$ cat src/rtl/claPkg.sv
package claPkg;
  parameter int GROUP_W    = 4;
  parameter int NUM_GROUPS = 4;
  parameter int ADD_W      = GROUP_W * NUM_GROUPS;

  typedef struct packed {
    logic blkGen;
    logic blkProp;
  } gpPair_t;
endpackage

$ cat src/rtl/claLookahead.sv
// Flat lookahead over N generate/propagate pairs. carryVec[j] is the carry into
// position j. Each carry is a direct OR of AND terms with no ripple between
// positions. The block-level pair obeys the same equations with carry-in zero.
module claLookahead #(
  parameter int N = 4
) (
  input  logic [N-1:0]    gen,
  input  logic [N-1:0]    prop,
  input  logic            c0,
  output logic [N-1:0]    carryVec,
  output claPkg::gpPair_t blkGp
);
  // AND of prop[lo..hi], inclusive. Returns 1 when the range is empty.
  function automatic logic propRange(input logic [N-1:0] p, input int lo, input int hi);
    logic acc;
    acc = 1'b1;
    for (int m = 0; m < N; m++)
      if (m >= lo && m <= hi) acc = acc & p[m];
    return acc;
  endfunction

  // Carry into position j: c0 passed through every propagate below j, or
  // a generate at k passed through the propagates above k.
  function automatic logic sopCarry(input logic [N-1:0] g, input logic [N-1:0] p,
                                    input logic cIn, input int j);
    logic acc;
    acc = propRange(p, 0, j - 1) & cIn;
    for (int k = 0; k < N; k++)
      if (k < j) acc = acc | (g[k] & propRange(p, k + 1, j - 1));
    return acc;
  endfunction

  assign carryVec[0] = c0;

  genvar j;
  generate
    for (j = 1; j < N; j++) begin : g_carry
      assign carryVec[j] = sopCarry(gen, prop, c0, j);
    end
  endgenerate

  assign blkGp.blkGen  = sopCarry(gen, prop, 1'b0, N);
  assign blkGp.blkProp = propRange(prop, 0, N - 1);
endmodule

$ cat src/rtl/claGroup.sv
// One bit-level group: per-bit generate/propagate, flat internal carries, sums.
module claGroup #(
  parameter int W = claPkg::GROUP_W
) (
  input  logic [W-1:0]    opA,
  input  logic [W-1:0]    opB,
  input  logic            grpCin,
  output logic [W-1:0]    grpSum,
  output claPkg::gpPair_t grpGp
);
  logic [W-1:0] bitGen;
  logic [W-1:0] bitProp;
  logic [W-1:0] bitCarry;

  assign bitGen  = opA & opB;
  assign bitProp = opA ^ opB;   // XOR form serves both carry and sum

  claLookahead #(.N(W)) u_bitLook (
    .gen     (bitGen),
    .prop    (bitProp),
    .c0      (grpCin),
    .carryVec(bitCarry),
    .blkGp   (grpGp)
  );

  assign grpSum = bitProp ^ bitCarry;
endmodule

$ cat src/rtl/claAdder16.sv
module claAdder16 #(
  parameter int GROUP_W    = claPkg::GROUP_W,
  parameter int NUM_GROUPS = claPkg::NUM_GROUPS
) (
  input  logic [GROUP_W*NUM_GROUPS-1:0] a,
  input  logic [GROUP_W*NUM_GROUPS-1:0] b,
  input  logic                          cin,
  output logic [GROUP_W*NUM_GROUPS-1:0] sum,
  output logic                          cout,
  output logic                          grpGen,
  output logic                          grpProp
);
  localparam int ADD_W = GROUP_W * NUM_GROUPS;

  logic [NUM_GROUPS-1:0] groupGen;
  logic [NUM_GROUPS-1:0] groupProp;
  logic [NUM_GROUPS-1:0] groupCin;
  claPkg::gpPair_t       topGp;

  genvar k;
  generate
    for (k = 0; k < NUM_GROUPS; k++) begin : g_group
      claPkg::gpPair_t gp;
      claGroup #(.W(GROUP_W)) u_group (
        .opA   (a[k*GROUP_W +: GROUP_W]),
        .opB   (b[k*GROUP_W +: GROUP_W]),
        .grpCin(groupCin[k]),
        .grpSum(sum[k*GROUP_W +: GROUP_W]),
        .grpGp (gp)
      );
      assign groupGen[k]  = gp.blkGen;
      assign groupProp[k] = gp.blkProp;
    end
  endgenerate

  // Second level: the carry into each group comes from the group terms.
  claLookahead #(.N(NUM_GROUPS)) u_groupLook (
    .gen     (groupGen),
    .prop    (groupProp),
    .c0      (cin),
    .carryVec(groupCin),
    .blkGp   (topGp)
  );

  assign grpGen  = topGp.blkGen;
  assign grpProp = topGp.blkProp;
  assign cout    = topGp.blkGen | (topGp.blkProp & cin);

  logic unusedWidth;
  assign unusedWidth = (ADD_W == 0);
endmodule

$ cat config.mk
export PLATFORM = sky130hd
export DESIGN_NAME = claAdder16
export DESIGN_NICKNAME = d
export VERILOG_FILES = /design/src/rtl/claPkg.sv /design/src/rtl/claLookahead.sv /design/src/rtl/claGroup.sv /design/src/rtl/claAdder16.sv
export SDC_FILE = /design/constraint.sdc
export NUM_CORES = 1
export LEC_CHECK = 0
export CAP_MARGIN = 10
export CORE_AREA = 2 2 39 41
export DETAILED_ROUTE_END_ITERATION = 10
export DIE_AREA = 0 0 41 43
export DONT_BUFFER_PORTS = 1
export GPL_ROUTABILITY_DRIVEN = 0
export PLACE_DENSITY = 0.79
export RECOVER_POWER = 100
export SLEW_MARGIN = 15
export SYNTH_ARGS = -nofsm -noshare
export SYNTH_HDL_FRONTEND = slang
export SYNTH_SLANG_ARGS = --single-unit
$ cat constraint.sdc
create_clock -name vclk -period 5.9
set_clock_uncertainty 0.2 [all_clocks]
set_input_delay 1.77 -clock vclk [all_inputs]
set_output_delay 1.77 -clock vclk [all_outputs]
set_load 0.01 [all_outputs]
==> impl_metrics.tcl <==
set metrics [dict create \
    regArea_sq_um 0 \
    ys_types 38 \
    critPathKind "input pin to output port" \
    setup_viol 0 \
    drtIter0Drc 16 \
    core_sq_um 1384 \
    antenna_found_initial 0 \
    cts_hold_buffers 0 \
    io_pins 52 \
    grt_pass1_vias 708 \
    fin_tns_setup_ns 0 \
    end_kind "output port" \
    fill_cells 138 \
    max-slew-margin-rel 0.5668 \
    place_inst 126 \
    start_util 0.6058 \
    nets 165 \
    dpl_worst_slack_ns 0.2488 \
    drtAntennaViolNets 0 \
    grt_pass1_wl_um 2684 \
    final_common_cell "ha_1" \
    synth_warnings 0 \
    die_area_sq_um 1763 \
    die_h_um 43 \
    row_count 14 \
    hold_viol 0 \
    fmax_mhz 177.4 \
    min_path_cells 1 \
    drc 0 \
    arrival_ns 3.67 \
    cp-start-kind "input pin" \
    syn_area_per_cell_sq_um 7.762 \
    ir_drop_v 0.00005420 \
    nFlopsAndLatches 0 \
    report.final.slew_viol_count 0 \
    grt_util_all_layers 0.2042 \
    clock_buffers 0 \
    holdPathEnd "cout" \
    portBuffers 0 \
    grt_start_max_net_pins 9 \
    synth_seq_area_share 0 \
    holdWs_ns 3.492 \
    die_x_um 41 \
    via_count 814 \
    p_per_area_nw_per_um2 118.1 \
    min_period_ns 5.638 \
    holdCritPathClass "input pin to output port" \
    syn-num-nets 161 \
    antenna_cells 0 \
    wl_per_cell_um 13.74 \
    fin_ws_ns 0.2619 \
    grt.overflow.total 0 \
    post_cts_resize_count 0 \
    via_per_inst 6.460 \
    leakage_nw 0.3836 \
    min_from "cin" \
    final_cell_mix "ha_1 (16), a21oi_1 (13), nand2_1 (10)" \
    routed_wl_um 1731 \
    layout-drive-gt1-share 0.07273 \
    synthCells 108 \
    cts_setup_buffers 0 \
    period_share 0.9556 \
    place_hpwl_um 1552 \
    cp_max_fo 6 \
    drv_cap 0 \
    grt_setup_unrepaired "no" \
    status "completed" \
    worst_pin_slew_ns 0.6416 \
    drt_pass1_iterations 4 \
    syn_to_final_growth_pct 1.791 \
    syn_area_sq_um 838.3 \
    required_ns 3.93 \
    fin_cells 126 \
]
-- per-layer routing --
layer,GRT usage,share of wire,up-vias
met5,0,0,-
met4,0.02000,0.0092,0
met3,0.01571,0.078,2
met2,0.3906,0.53,35
met1,0.2330,0.38,363
li1,-,-,414
-- worst max path at each step --
stage               slack (ns)      end   from  depth (start not counted)
floorplan                 0.42  sum[13]  a[10]                          7
global placement          0.35  sum[13]  a[10]                          7
detailed placement        0.25  sum[13]   a[7]                          7
CTS                       0.25  sum[13]   a[7]                          7
global route              0.11  sum[11]   a[3]                          7
finish                    0.26  sum[13]   a[1]                          7
-- logic make-up (layout without fill, tap and decap cells) --
group                      count (synthesis)  in the layout  synth area share
and+or+nand+nor                           38             38            0.2568
AOI/OAI and AO/OA                         35             35            0.2940
adders and majority gates                 20             20            0.3343
xor gates and xnor gates                   8              8           0.08359
buffers and inverters                      7              9           0.03135
-- cell type report --
class / count / area [sq um] / area share
Inverter: 7 / 26.28 / 0.03079
Multi-Input combinational cell: 101 / 799.5 / 0.9370
Tap cell: 16 / 20.02 / 0.02346
Timing Repair Buffer: 2 / 7.507 / 0.008798
-- Yosys cell counts --
| master | count | area, sq um |
|---|---|---|
| a2111o_1 | 1 | 11.26 |
| a2111oi_0 | 1 | 8.760 |
| a211o_2 | 2 | 20.02 |
| a211oi_1 | 2 | 15.01 |
| a211oi_4 | 1 | 20.02 |
| a21boi_1 | 1 | 7.510 |
| a21o_1 | 3 | 22.52 |
| a21oi_1 | 12 | 60.06 |
| a21oi_2 | 1 | 8.760 |
| a311oi_1 | 1 | 8.760 |
| a31oi_1 | 1 | 6.260 |
| and2_4 | 1 | 8.760 |
| and3_2 | 1 | 7.510 |
| and3_4 | 1 | 11.26 |
| and4_1 | 1 | 8.760 |
| fa_1 | 4 | 80.08 |
| ha_1 | 16 | 200.2 |
| inv_1 | 7 | 26.28 |
| nand2_1 | 10 | 37.54 |
| nand3_1 | 2 | 10.01 |
| nand4_1 | 1 | 6.260 |
| nor2_1 | 5 | 18.77 |
| nor2b_1 | 3 | 18.77 |
| nor3_1 | 4 | 20.02 |
| nor3_2 | 1 | 10.01 |
| nor3b_1 | 1 | 7.510 |
| nor4_1 | 1 | 6.260 |
| nor4b_1 | 2 | 17.52 |
| o21a_1 | 2 | 15.01 |
| o21ai_0 | 4 | 20.02 |
| o21ai_1 | 1 | 5.000 |
| o21ai_2 | 1 | 8.760 |
| o311ai_0 | 1 | 8.760 |
| or2_2 | 2 | 12.51 |
| or2b_1 | 1 | 7.510 |
| or3_1 | 1 | 6.260 |
| xnor2_1 | 3 | 26.28 |
| xor2_1 | 5 | 43.79 |
-- per-stage QoR --
| stage | util | area (sq um) | power, W |
|---|---|---|---|
| 2_1_floorplan | - | 838.3 | 0.00008799 |
| 3_3_place_gp | 0.6311 | 873.3 | 0.0001003 |
| 3_5_place_dp | 0.6311 | 873.3 | 0.0001031 |
| 4_1_cts | 0.6311 | 873.3 | 0.0001038 |
| 5_1_grt | 0.6166 | 853.3 | 0.0001128 |
| 6_report | 0.6166 | 853.3 | 0.0001008 |
-- critical path, stage by stage --
cell	delay (ns)
ha_1	0.33
a21oi_1	0.15
o21ai_0	0.21
o21ai_0	0.36
nand2_1	0.15
fa_1	0.42
xor2_1	0.27
-- report_power, final --
group / internal, W / leakage [nW] / switching, W
combinational: 0.0000407 / 0.384 / 0.0000601
clock: 0 / 0 / 0
sequential: 0 / 0 / 0
total: 0.0000407 / 0.384 / 0.0000601
Note: power is estimated with default switching activity, not from simulation.
